--- config.mk ---
export PLATFORM = sky130hd
export DESIGN_NAME = keyed_cfg_space
export DESIGN_NICKNAME = d
export VERILOG_FILES = /design/src/rtl/kcs_pkg.sv /design/src/rtl/kcs_port_decode.sv /design/src/rtl/kcs_write_policy.sv /design/src/rtl/kcs_store.sv /design/src/rtl/kcs_read_mux.sv /design/src/rtl/keyed_cfg_space.sv
export SDC_FILE = /design/constraint.sdc
export NUM_CORES = 1
export LEC_CHECK = 0
export BUFFER_PORTS_ARGS = -buffer_cell sky130_fd_sc_hd__clkbuf_2
export CAP_MARGIN = 5
export CORE_AREA = 2 2 242 244
export CTS_BUF_LIST = sky130_fd_sc_hd__clkbuf_4 sky130_fd_sc_hd__clkbuf_8
export DETAILED_ROUTE_END_ITERATION = 7
export DIE_AREA = 0 0 244 246
export MAX_ROUTING_LAYER = met4
export PLACE_DENSITY = 0.71
export SYNTH_ARGS = -nofsm -noshare
export SYNTH_HDL_FRONTEND = slang
export SYNTH_SLANG_ARGS = --single-unit
--- constraint.sdc ---
create_clock -name clk -period 2.25 [get_ports clk]
set_clock_uncertainty 0.15 [all_clocks]
set_input_delay 0.1125 -clock clk [delete_from_list [all_inputs] [get_ports clk]]
set_output_delay 0.1125 -clock clk [all_outputs]
set_load 0.02 [all_outputs]
--- src/rtl/kcs_pkg.sv ---
package kcs_pkg;

    localparam int BYTE_W = 8;

    localparam logic [7:0] KEY_INDEX  = 8'h03;
    localparam logic [7:0] KEY_VALUE  = 8'hC5;
    localparam logic [7:0] CACHE_IDX  = 8'h16;
    localparam logic [7:0] SYSCLK_IDX = 8'h29;
    localparam logic [7:0] BLANK_IDX  = 8'h20;
    localparam logic [7:0] BLANK_FROM = 8'hC0;

    typedef struct packed {
        logic       known;
        logic [7:0] mask;
    } wr_rule_t;

    // Storage presence and write mask of each index
    function automatic wr_rule_t rule_of(input logic [7:0] idx);
        wr_rule_t r;
        r.known = 1'b1;
        r.mask  = 8'hFF;
        unique case (idx)
            8'h14, 8'h2B: r.mask = 8'hBF;
            8'h15:        r.mask = 8'hF1;
            8'h1E:        r.mask = 8'h40;
            8'h22:        r.mask = 8'hFD;
            8'h36:        r.mask = 8'hE5;
            8'h37:        r.mask = 8'hEF;
            8'h3D:        r.mask = 8'h07;
            8'h40:        r.mask = 8'h3F;
            8'h03, 8'h10, 8'h11, 8'h12, 8'h13, 8'h16, 8'h17,
            8'h19, 8'h1A, 8'h1B, 8'h1C, 8'h20, 8'h21,
            8'h25, 8'h26, 8'h27, 8'h28, 8'h29, 8'h2A,
            8'h30, 8'h31, 8'h32, 8'h33, 8'h34, 8'h35,
            8'h38, 8'h39, 8'h3A, 8'h3B, 8'h3C, 8'h3F,
            8'h41, 8'h42, 8'h43, 8'h44: r.mask = 8'hFF;
            default: begin
                r.known = 1'b0;
                r.mask  = 8'h00;
            end
        endcase
        return r;
    endfunction

    function automatic logic [7:0] reset_value(input logic [7:0] idx);
        unique case (idx)
            8'h3C:   return 8'h03;
            8'h3D:   return 8'h01;
            8'h40:   return 8'h03;
            default: return 8'h00;
        endcase
    endfunction

endpackage

--- src/rtl/kcs_port_decode.sv ---
module kcs_port_decode #(
    parameter int              ADDR_W   = 16,
    parameter logic [ADDR_W-1:0] IDX_PORT = 16'h0022,
    parameter logic [ADDR_W-1:0] DAT_PORT = 16'h0023
) (
    input  logic [ADDR_W-1:0] io_addr,
    input  logic              io_wr,
    input  logic              io_rd,
    output logic              idx_load,
    output logic              dat_write,
    output logic              dat_read
);
    logic hit_idx, hit_dat;

    always_comb begin
        hit_idx   = (io_addr == IDX_PORT);
        hit_dat   = (io_addr == DAT_PORT);
        idx_load  = io_wr && hit_idx;
        dat_write = io_wr && hit_dat;
        dat_read  = io_rd && hit_dat;
    end
endmodule

--- src/rtl/kcs_write_policy.sv ---
module kcs_write_policy
    import kcs_pkg::*;
#(
    parameter int NREG = 72
) (
    input  logic       dat_write,
    input  logic [7:0] cur_idx,
    input  logic [7:0] wdata,
    input  logic [7:0] key_byte,
    output logic       accept,
    output logic [7:0] store_data
);
    wr_rule_t rule;
    logic     in_range;
    logic     unlocked;

    always_comb begin
        rule       = rule_of(cur_idx);
        in_range   = int'(cur_idx) < NREG;
        unlocked   = (key_byte == KEY_VALUE) || (cur_idx == KEY_INDEX);
        accept     = dat_write && rule.known && in_range && unlocked;
        store_data = wdata & rule.mask;
    end
endmodule

--- src/rtl/kcs_store.sv ---
module kcs_store
    import kcs_pkg::*;
#(
    parameter int NREG = 72
) (
    input  logic                   clk,
    input  logic                   rst_n,
    input  logic                   idx_load,
    input  logic [7:0]             io_wdata,
    input  logic                   accept,
    input  logic [7:0]             store_data,
    output logic [7:0]             cur_idx,
    output logic [NREG-1:0][7:0]   regs,
    output logic                   upd,
    output logic [7:0]             upd_idx
);
    localparam int IW = $clog2(NREG);

    typedef struct packed {
        logic [7:0]           idx;
        logic [NREG-1:0][7:0] regs;
        logic                 upd;
        logic [7:0]           upd_idx;
    } st_t;

    st_t s_d, s_q, rst_st;
    logic [NREG-1:0][7:0] rst_img;

    for (genvar g = 0; g < NREG; g++) begin : g_rst
        assign rst_img[g] = reset_value(8'(g));
    end

    always_comb begin
        rst_st         = '0;
        rst_st.regs    = rst_img;

        s_d            = s_q;
        s_d.upd        = 1'b0;
        if (idx_load) begin
            s_d.idx = io_wdata;
        end
        if (accept) begin
            s_d.regs[s_q.idx[IW-1:0]] = store_data;
            s_d.upd                   = 1'b1;
            s_d.upd_idx               = s_q.idx;
        end
    end

    always_ff @(posedge clk) begin
        if (!rst_n) s_q <= rst_st;
        else        s_q <= s_d;
    end

    assign cur_idx = s_q.idx;
    assign regs    = s_q.regs;
    assign upd     = s_q.upd;
    assign upd_idx = s_q.upd_idx;

    AST_REGS_HOLD_WITHOUT_ACCEPT: assert property (@(posedge clk) disable iff (!rst_n)
        !accept |=> $stable(s_q.regs));
    AST_ACCEPT_LANDS: assert property (@(posedge clk) disable iff (!rst_n)
        accept |=> s_q.regs[$past(s_q.idx[IW-1:0])] == $past(store_data));
endmodule

--- src/rtl/kcs_read_mux.sv ---
module kcs_read_mux
    import kcs_pkg::*;
#(
    parameter int NREG = 72
) (
    input  logic                 io_rd,
    input  logic                 dat_read,
    input  logic                 cpu_alt_mode,
    input  logic [7:0]           cur_idx,
    input  logic [NREG-1:0][7:0] regs,
    output logic [7:0]           rdata
);
    localparam int IW = $clog2(NREG);

    logic blanked, in_range;

    always_comb begin
        blanked  = cpu_alt_mode && ((cur_idx == BLANK_IDX) || (cur_idx >= BLANK_FROM));
        in_range = int'(cur_idx) < NREG;
        if (!io_rd)          rdata = 8'h00;
        else if (!dat_read)  rdata = 8'hFF;
        else if (blanked)    rdata = 8'hFF;
        else if (in_range)   rdata = regs[cur_idx[IW-1:0]];
        else                 rdata = 8'h00;
    end
endmodule

--- src/rtl/keyed_cfg_space.sv ---
module keyed_cfg_space
    import kcs_pkg::*;
#(
    parameter int                ADDR_W   = 16,
    parameter int                NREG     = 72,
    parameter logic [ADDR_W-1:0] IDX_PORT = 16'h0022,
    parameter logic [ADDR_W-1:0] DAT_PORT = 16'h0023
) (
    input  logic                 clk,
    input  logic                 rst_n,
    input  logic [ADDR_W-1:0]    io_addr,
    input  logic [7:0]           io_wdata,
    input  logic                 io_wr,
    input  logic                 io_rd,
    output logic [7:0]           io_rdata,
    input  logic                 cpu_alt_mode,
    output logic [NREG*8-1:0]    cfg_image,
    output logic                 cache_int_en,
    output logic                 cache_ext_en,
    output logic                 fast_a20_en,
    output logic                 upd_pulse,
    output logic [7:0]           upd_index
);
    localparam int KEY_LSB  = int'(KEY_INDEX) * BYTE_W;
    localparam int CACH_LSB = int'(CACHE_IDX) * BYTE_W;
    localparam int SCLK_LSB = int'(SYSCLK_IDX) * BYTE_W;
    localparam int MISC_LSB = 8'h3D * BYTE_W;

    logic                 idx_load, dat_write, dat_read;
    logic                 accept;
    logic [7:0]           store_data;
    logic [7:0]           cur_idx;
    logic [NREG-1:0][7:0] regs;

    kcs_port_decode #(
        .ADDR_W(ADDR_W), .IDX_PORT(IDX_PORT), .DAT_PORT(DAT_PORT)
    ) u_dec (
        .io_addr(io_addr), .io_wr(io_wr), .io_rd(io_rd),
        .idx_load(idx_load), .dat_write(dat_write), .dat_read(dat_read)
    );

    kcs_write_policy #(.NREG(NREG)) u_pol (
        .dat_write(dat_write), .cur_idx(cur_idx), .wdata(io_wdata),
        .key_byte(regs[KEY_INDEX]), .accept(accept), .store_data(store_data)
    );

    kcs_store #(.NREG(NREG)) u_st (
        .clk(clk), .rst_n(rst_n), .idx_load(idx_load), .io_wdata(io_wdata),
        .accept(accept), .store_data(store_data), .cur_idx(cur_idx),
        .regs(regs), .upd(upd_pulse), .upd_idx(upd_index)
    );

    kcs_read_mux #(.NREG(NREG)) u_rd (
        .io_rd(io_rd), .dat_read(dat_read), .cpu_alt_mode(cpu_alt_mode),
        .cur_idx(cur_idx), .regs(regs), .rdata(io_rdata)
    );

    assign cfg_image    = regs;
    assign cache_int_en = cfg_image[CACH_LSB + 0];
    assign cache_ext_en = cfg_image[CACH_LSB + 1];
    assign fast_a20_en  = cfg_image[SCLK_LSB + 4];

    AST_STROBE_NEEDS_KEY: assert property (@(posedge clk) disable iff (!rst_n)
        (upd_pulse && upd_index != KEY_INDEX) |-> $past(cfg_image[KEY_LSB +: 8]) == KEY_VALUE);
    AST_MISC_RESERVED_ZERO: assert property (@(posedge clk) disable iff (!rst_n)
        (upd_pulse && upd_index == 8'h3D) |-> cfg_image[MISC_LSB + 3 +: 5] == 5'd0);
    AST_OTHER_PORT_READS_FF: assert property (@(posedge clk) disable iff (!rst_n)
        (io_rd && io_addr != DAT_PORT) |-> io_rdata == 8'hFF);
    AST_STROBE_FROM_DATA_WRITE: assert property (@(posedge clk) disable iff (!rst_n)
        upd_pulse |-> ($past(io_wr) && $past(io_addr) == DAT_PORT));
endmodule

; ---- Word-level counts from Yosys, hierarchy flattened
; Index checks and enable logic that the tools add are counted.
[word_totals]
inputBits = 29
ff_bits = 593
wordCells = 152
[op_classes]
bitwise_logic = 1
mux = 12
eq_ne = 47
n_lt_le_gt_ge = 4
n_reduce_logical = 13
[op_table]
columns = operator, count
row1 = $bwmux 576, 1
row2 = $eq 8x6->1 const B, 25
row3 = $eq 8x5->1 const B, 13
row4 = $pmux 8 s9, 1
row5 = $bmux 8 s7, 1
row6 = $demux 8 s7, 1
row7 = $mux 8, 6
row8 = $reduce_or 44->1, 1
row9 = $eq 8x7->1 const B, 5
row10 = $reduce_or 35->1, 1
row11 = $eq 16x6->1 const B, 2
row12 = $mux 9, 1
row13 = $and 8x8->8, 1
row14 = $eq 8x2->1 const B, 1
row15 = $eq 8x8->1 const B, 1
row16 = $ge 8x8->1 const B, 1
row17 = $logic_and 1x1->1, 8
row18 = $lt 7x8->1 const B, 1
row19 = $lt 8x7->1 const B, 1
row20 = $ge 7x1->1 const B, 1
row21 = $logic_or 1x1->1, 2
row22 = $reduce_or 2->1, 1
row23 = $mux 1, 1

; ---- Longest topological paths before layout
; Gate-level depths: netlist (run 1).
[depth]
depth_word = 7
depth_mapped = 11
depth_no_buf = 7

; ---- Hierarchy
; From an unflattened synthesis (run 1), not the netlist that was laid out.
[unflattened]
hier_cells = 2776
hier_area_um2 = 27392.5
[by_module_without_submodules]
columns = module, cells_per_inst, area_per_inst_um2, instances
row1 = kcs_store, 2044, 21444.3, 1
row2 = kcs_read_mux, 624, 5190.0, 1
row3 = kcs_write_policy, 95, 659.4, 1
row4 = kcs_port_decode, 10, 76.3, 1
row5 = keyed_cfg_space, 3, 22.5, 1

; ---- Least setup slack after synthesis (run 1)
; Ideal clock, no wire load.
[synth_timing]
path_type = flip-flop to output port
start = register u_st.s_q, in the netlist u_st.cur_idx[0]
end = output io_rdata[4]
t_required_ns = 1.987
n_path_buf = 4
arrival_time_ns = 2.266
setup_slack_ns = -0.278
stages_incl_launch_ff = 10
cell_sequence = dfxtp_1 -> buf_6 -> buf_6 -> buf_4 -> buf_2 -> mux4_2 -> o22ai_1 -> nor3_1 -> a311oi_1 -> nor2_1
[synth_via]
elab_chain_cells = 6
[synth_rtl]
columns = element, line_no
row1 = start: declaration, kcs_store.sv:26  ; st_t s_d, s_q, rst_st;
row2 = start signal: assignment, kcs_store.sv:50  ; if (!rst_n) s_q <= rst_st;
row3 = $bmux 8 s7 (tied with other cells), kcs_read_mux.sv:23  ; else if (in_range) rdata = regs[cur_idx[IW-1:0]];
row4 = $mux 8 (implied by the code) / $logic_or 1x1->1 (equally long branches), "kcs_read_mux.sv:23, kcs_read_mux.sv:18"
row5 = $mux 8 / $logic_and 1x1->1 (equally long branches), "kcs_read_mux.sv:23, kcs_read_mux.sv:18"
row6 = $mux 8 *, kcs_read_mux.sv:22  ; else if (blanked) rdata = 8'hFF;
row7 = $mux 8 *, kcs_read_mux.sv:21  ; else if (!dat_read) rdata = 8'hFF;
row8 = $mux 8 *, kcs_read_mux.sv:20  ; if (!io_rd) rdata = 8'h00;
row9 = end: declaration, keyed_cfg_space.sv:15  ; output logic [7:0] io_rdata,
; Every way passes the cells marked *; elsewhere a longest branch is shown, timed or not. The select of a mux whose other input is x is not followed.

; ---- Worst setup path after layout (run 1)
[layout_timing]
start = register u_st.s_q, in the netlist u_st.cur_idx[0]
end = output io_rdata[0]
; Same word-level chain as after synthesis.

==> results of run 1 <==
[synthesized netlist by cell type (23+ instances only)]
master,n
sky130_fd_sc_hd__nand3_1,332
sky130_fd_sc_hd__mux4_2,142
sky130_fd_sc_hd__o21ai_0,272
sky130_fd_sc_hd__and3_1,25
sky130_fd_sc_hd__dfxtp_1,593
sky130_fd_sc_hd__mux2i_1,54
sky130_fd_sc_hd__nand2_1,69
sky130_fd_sc_hd__o22ai_1,31
sky130_fd_sc_hd__a21oi_1,23
sky130_fd_sc_hd__nor2_1,73
sky130_fd_sc_hd__and2_1,226
sky130_fd_sc_hd__o21ai_1,27
sky130_fd_sc_hd__buf_2,36
sky130_fd_sc_hd__clkbuf_1,133
sky130_fd_sc_hd__buf_1,28
[final timing paths]
kind                    from         endpoint  slack, ps  cells after the start
max reg2reg  u_st.cur_idx[0]  u_st.upd_idx[4]       -510                      9
min reg2reg   u_st.regs[472]   u_st.regs[472]        330                      2
max          u_st.cur_idx[0]      io_rdata[0]      -1190                      9
min              io_addr[11]  u_st.cur_idx[0]         20                      8
[metal layers]
layer  track usage [%]  share of wire [%]
met5                 -                  0
met2              56.0                 49
met3              6.55                7.7
met1              38.8                 38
met4              15.2                5.0
[through the flow]
stage / hold slack [ps] / TNS [ps] / util, %
6_report: 18.6 / -92030 / 58.3
3_3_place_gp: 232 / -102040 / 52.8
3_5_place_dp: 237 / -122460 / 52.8
4_1_cts: 48.2 / -100920 / 57.8
2_1_floorplan: 102 / -902 / -
5_1_grt: 76.6 / -126470 / 58.3
[cell usage in the layout (no fill, tap or decap), drive strengths merged, types with 21 or more instances in the layout]
master | netlist | layout
and2 | 227 | 227
mux2i | 54 | 54
o21ai | 299 | 299
dlygate4sd3 | 0 | 21
clkbuf | 133 | 773
buf | 88 | 421
and3 | 25 | 25
nand2 | 69 | 69
nor2 | 74 | 74
o22ai | 31 | 31
dfxtp | 593 | 593
nand3 | 332 | 332
a21oi | 23 | 23
mux4 | 142 | 142
[registers in the layout, indices dropped and copies added (netlist names)]
register / count
u_st.cur_idx: 8
u_st.regs: 576
u_st.upd: 1
u_st.upd_idx: 8
[area by class of cell]
type | instances | area [um^2] | area share [%]
clock inverter | 26 | 253 | 0.756
clock buffer | 154 | 1930 | 5.78
tap | 765 | 957 | 2.86
inverter | 11 | 41.3 | 0.124
antenna | 2 | 5.00 | 0.0150
timing repair buffer | 1062 | 7310 | 21.9
multi-input combinational | 1424 | 11000 | 33.0
sequential | 593 | 11900 | 35.6
[kinds of logic (layout without fill, tap and decap cells)]
kind of cell    count (synthesis)  count (layout)  synth area share (%)
simple gates                  805             805                  18.4
flops                         593             593                  50.7
compound gates                420             420                  10.3
buf+inv                       232            1253                  4.48
mux                           196             196                  16.0
xor+xnor                        3               3                 0.112
other cells                     0               2                     0
[critical path: stages, from the launching register on]
cell                       delay, ps
sky130_fd_sc_hd__dfxtp_4         430
sky130_fd_sc_hd__buf_12          160
sky130_fd_sc_hd__buf_4           130
sky130_fd_sc_hd__mux4_2          500
sky130_fd_sc_hd__a22o_1          230
sky130_fd_sc_hd__a221oi_2        160
sky130_fd_sc_hd__o22ai_1         240
sky130_fd_sc_hd__a311oi_2        370
sky130_fd_sc_hd__nor2_4           60
sky130_fd_sc_hd__clkbuf_2        170
[what timing repair did]
item | CTS | global route
buffers inserted | 9 | 2
hold buffers | 21 | 1
gates cloned | 2 | 1
endpoints found under the setup margin | 369 | 375
pin swaps | 11 | 10
gates resized for setup | 81 | 79
endpoints found under the hold margin | 468 | 2
[power by group]
| part | total [W] | internal (W) | switching [W] |
|---|---|---|---|
| combinational | 0.000470 | 0.000106 | 0.000363 |
| sequential | 0.0105 | 0.0105 | 0.00000000359 |
| clock | 0.0104 | 0.00593 | 0.00450 |
==> results.cfg, run 1 <==
[worst_setup_path]
worstPathRequired_ps = 1990
worst_setup_path_end_kind = primary output
biggest_fanout_along_the_worst_timing_path = 9
arrival_ps = 3180
start_kind = flip-flop
path_class = reg -> out

[cells_and_area]
layoutNonFillerInstCount = 4037
finish.net_count = 3220
post-route-cell-area_um2 = 33400
n_fill_cell = 4862
syn_to_final_growth_pct = 42.8
post_route_cells_drive_above_1_share_pct = 45.1

[floorplan]
placeableCoreArea_um2 = 57400
fp-row-count = 88
io_pins = 625
chipHeight_um = 246
die_w_um = 244
floorplan.initialDensity_pct = 40.8
design.die.area_um2 = 60000

[status]
run_status = finished, violations left
failed_checks = design-rule violations, negative setup slack

[pwr]
leakage_nw = 14.7
vdd_drop_max_uv = 457
design_power_total_w = 0.0214
power_density_nw_per_um2 = 640

[yosys]
synth_top_area_share_pct = 50.7
synth-async-reset-ratio_pct = 0
synth_seq_area_share_pct = 50.7
yosys.cell_types.count = 64
synth_enable_flop_cells = 0
synth-seq-cells = 593
synth-warning-count = 0
postSynthAreaPerCell_um2 = 10.4
leading_area_contributor_after_synthesis = sky130_fd_sc_hd__dfxtp_1
netlist_instances = 2249
synth.cell_area_um2 = 23400
post_syn_nets = 2278
synth-main-ff-cell = sky130_fd_sc_hd__dfxtp_1
cell_types_with_the_largest_area_share_after_synthesis = sky130_fd_sc_hd__dfxtp_1, sky130_fd_sc_hd__mux4_2, sky130_fd_sc_hd__nand3_1, sky130_fd_sc_hd__and2_1, sky130_fd_sc_hd__o21ai_0

[route]
finalWirelength_um = 100000
routed_wire_length_per_instance_um = 24.9
number_of_vias_after_detailed_routing = 22500
drc = 3
firstDrtPassIters = 8
detail-route-antenna-nets = 0
viasPerCell = 5.58
drt_first_iter_violations = 1737

[sta]
timing.final.crit_period_ps = 3440
post-route-worst-setup-slack_ps = -1190
worst_slew_margin_rel_pct = 58.3
worst_slew_pin_slew_ps = 625
final-max-slew-violation-count = 0
number_of_endpoints_failing_setup_at_the_final_stage = 369
setup_repair_after_global_routing_missed_its_margin = yes
final_hold_viol_count = 0
finalCritPeriodShare_pct = 153
maxClockFrequency_ghz = 0.291

[flow_run]
max_cap_viol_count = 0

[clock_network]
clock_latency_on_the_worst_skew_pair_ps = 720
htree_num_levels = 3
cts.sink_count = 593
clock_input_transition_at_the_sequential_cells_of_the_worst_setup_and_hold_paths_ps = 60
tritoncts = yes
ctsRootBufferMaster = sky130_fd_sc_hd__clkbuf_8
ctsLongestPathBuffers = 3
number_of_clock_buffers_inserted_by_tritoncts = 99

[placed_design]
dpl_worst_slack_ps = -564
numPortBuffers = 624
gpl.final_weighted_congestion = 0.973
place.detailed.instances = 3821
dpl_cell_area_um2 = 30300
place.detailed.hpwl_um = 75700

[global_route]
first_pass_grt_wire_length_um = 145000
gr-usage-all-layers_pct = 33.4
grt_start_max_net_pins = 145
grt_overflow = 0
first_global_vias = 21800
number_of_antenna_violations_at_the_first_check_in_global_routing = 3

[worst_hold_path]
min-delay-path-class = in -> reg
(Power assumes the default switching activity.)
==> run 2, diff against run 1 <==
CAP_MARGIN = 20   (was 5)
CORE_AREA = 2 2 241 243   (was 2 2 242 244)
DIE_AREA = 0 0 243 245   (was 0 0 244 246)
==> run 2 against run 1 <==
Effect of this change: the run ends with negative setup slack left; power down 1.3%; register-to-register slack gained 40 ps; routed wire length down 1.2%; combinational power fell by 3%; sequential share of layout area increased by 0.12 points; critical path depth up 1.
==> results.cfg, run 2 (synthesis results as in run 1) <==
[clock_network]
tritoncts = yes
htree_num_levels = 3
ctsRootBufferMaster = sky130_fd_sc_hd__clkbuf_8
ctsLongestPathBuffers = 3
clock_input_transition_at_the_sequential_cells_of_the_worst_setup_and_hold_paths_ps = 60
number_of_clock_buffers_inserted_by_tritoncts = 97
clock_latency_on_the_worst_skew_pair_ps = 700
cts.sink_count = 593

[route]
drc = 0
viasPerCell = 5.61
finalWirelength_um = 99200
number_of_vias_after_detailed_routing = 22700
detail-route-antenna-nets = 0
drt_first_iter_violations = 1728
firstDrtPassIters = 6
routed_wire_length_per_instance_um = 24.5

[sta]
setup_repair_after_global_routing_missed_its_margin = yes
final-max-slew-violation-count = 0
finalCritPeriodShare_pct = 152
worst_slew_margin_rel_pct = 48.9
number_of_endpoints_failing_setup_at_the_final_stage = 369
maxClockFrequency_ghz = 0.292
worst_slew_pin_slew_ps = 767
hold_ws_ps = 186
final_hold_viol_count = 0
post-route-worst-setup-slack_ps = -1170
timing.final.crit_period_ps = 3420

[cells_and_area]
max_ffs_per_register = 576
syn_to_final_growth_pct = 42.3
layoutNonFillerInstCount = 4052
n_fill_cell = 4920
finish.net_count = 3241
post_route_cells_drive_above_1_share_pct = 44.3
final_common_cell = sky130_fd_sc_hd__clkbuf_2
final_cell_mix = sky130_fd_sc_hd__clkbuf_2, sky130_fd_sc_hd__dfxtp_1, sky130_fd_sc_hd__buf_4
ff_latch_area_um2 = 11900
multi_input_comb_area_um2 = 10900

[worst_setup_path]
reg2reg_slack_ps = -470
path_class = reg -> out
biggest_fanout_along_the_worst_timing_path = 8
start_kind = flip-flop
worstPathRequired_ps = 1990
arrival_ps = 3160
number_of_cells_on_the_worst_reg_to_reg_path = 10
worst_setup_path_end_kind = primary output

[floorplan]
io_pins = 625
design.die.area_um2 = 59500
fp-row-count = 88
chipHeight_um = 245
floorplan.initialDensity_pct = 41.0
die_w_um = 243
placeableCoreArea_um2 = 57000

[status]
failed_checks = negative setup slack
run_status = finished, violations left

[global_route]
grt_start_max_net_pins = 137
number_of_antenna_violations_at_the_first_check_in_global_routing = 2
first_pass_grt_wire_length_um = 144000
gr-usage-all-layers_pct = 33.0
grt_overflow = 0
first_global_vias = 22100

[placed_design]
numPortBuffers = 624
place.detailed.instances = 3831
place.detailed.hpwl_um = 74300
gpl.final_weighted_congestion = 0.970
dpl_worst_slack_ps = -672

[pwr]
clockPowerShare_pct = 48.1
leakage_nw = 14.6
power.share.combinational_pct = 2.2
power_density_nw_per_um2 = 634
vdd_drop_max_uv = 508
design_power_total_w = 0.0211
pwr-share-seq_pct = 49.7
internal_power_w = 0.0163
power.net_switching_w = 0.00478
netSwitchingFraction_pct = 22.7

[worst_hold_path]
hold_depth = 4
min-delay-path-class = in -> reg

[flow_run]
max_cap_viol_count = 0
-- run 2: per-stage QoR --
stage | instance area, um^2 | setup TNS, ps | utilization (%)
after floorplan | 23700 | -902 | -
after global placement | 30300 | -116860 | 53.2
after detailed placement | 30300 | -129220 | 53.2
after CTS | 33000 | -117700 | 57.9
after global routing | 33300 | -151720 | 58.4
final | 33300 | -119480 | 58.4
-- run 2: cell type report --
class | count | share of cell area (%)
Antenna cell | 2 | 0.0150
Multi-Input combinational cell | 1424 | 32.7
Tap cell | 765 | 2.87
Sequential cell | 593 | 35.7
Clock inverter | 28 | 0.879
Inverter | 11 | 0.124
Timing Repair Buffer | 1085 | 22.3
Clock buffer | 144 | 5.43
-- run 2: path summary, 6_finish.rpt --
kind	from	end
setup / recovery	u_st.cur_idx[0]	io_rdata[5]
setup reg to reg	u_st.cur_idx[0]	u_st.regs[504]
hold / removal	io_wdata[1]	u_st.regs[513]
hold reg to reg	u_st.regs[508]	u_st.regs[508]
-- run 2: power by group through the flow --
stage / combinational [W] / sequential (W) / clock (W)
6_report: 0.000457 / 0.0105 / 0.0102
3_3_place_gp: 0.000411 / 0.0107 / 0
5_1_grt: 0.000475 / 0.0105 / 0.0108
3_5_place_dp: 0.000419 / 0.0107 / 0
4_1_cts: 0.000443 / 0.0105 / 0.0103
2_1_floorplan: 0.000220 / 0.0107 / 0
-- run 2: timing repair --
item,CTS,global route
resized for setup,51,34
setup endpoints to repair,369,370
pin swaps,14,22
buffers inserted,9,16
hold buffers,19,0
cloned,3,0
endpoints found under the hold margin,197,0
-- run 2: critical path, stage by stage, from the launching register on --
cell	delay, ps
sky130_fd_sc_hd__dfxtp_4	390
sky130_fd_sc_hd__buf_12	140
sky130_fd_sc_hd__buf_12	140
sky130_fd_sc_hd__buf_4	110
sky130_fd_sc_hd__mux4_2	480
sky130_fd_sc_hd__a22o_1	250
sky130_fd_sc_hd__a221oi_4	230
sky130_fd_sc_hd__o22ai_4	160
sky130_fd_sc_hd__a311oi_2	260
sky130_fd_sc_hd__nor2_2	120
sky130_fd_sc_hd__buf_6	150
-- run 2: per-layer routing --
layer / track usage (%) / up-vias / wire [um]
met1: 39.1 / 11100 / 38300
li1: - / 10100 / -
met2: 54.5 / 1247 / 48300
met3: 5.88 / 251 / 7470
met4: 16.1 / 0 / 5100
met5: - / - / 0
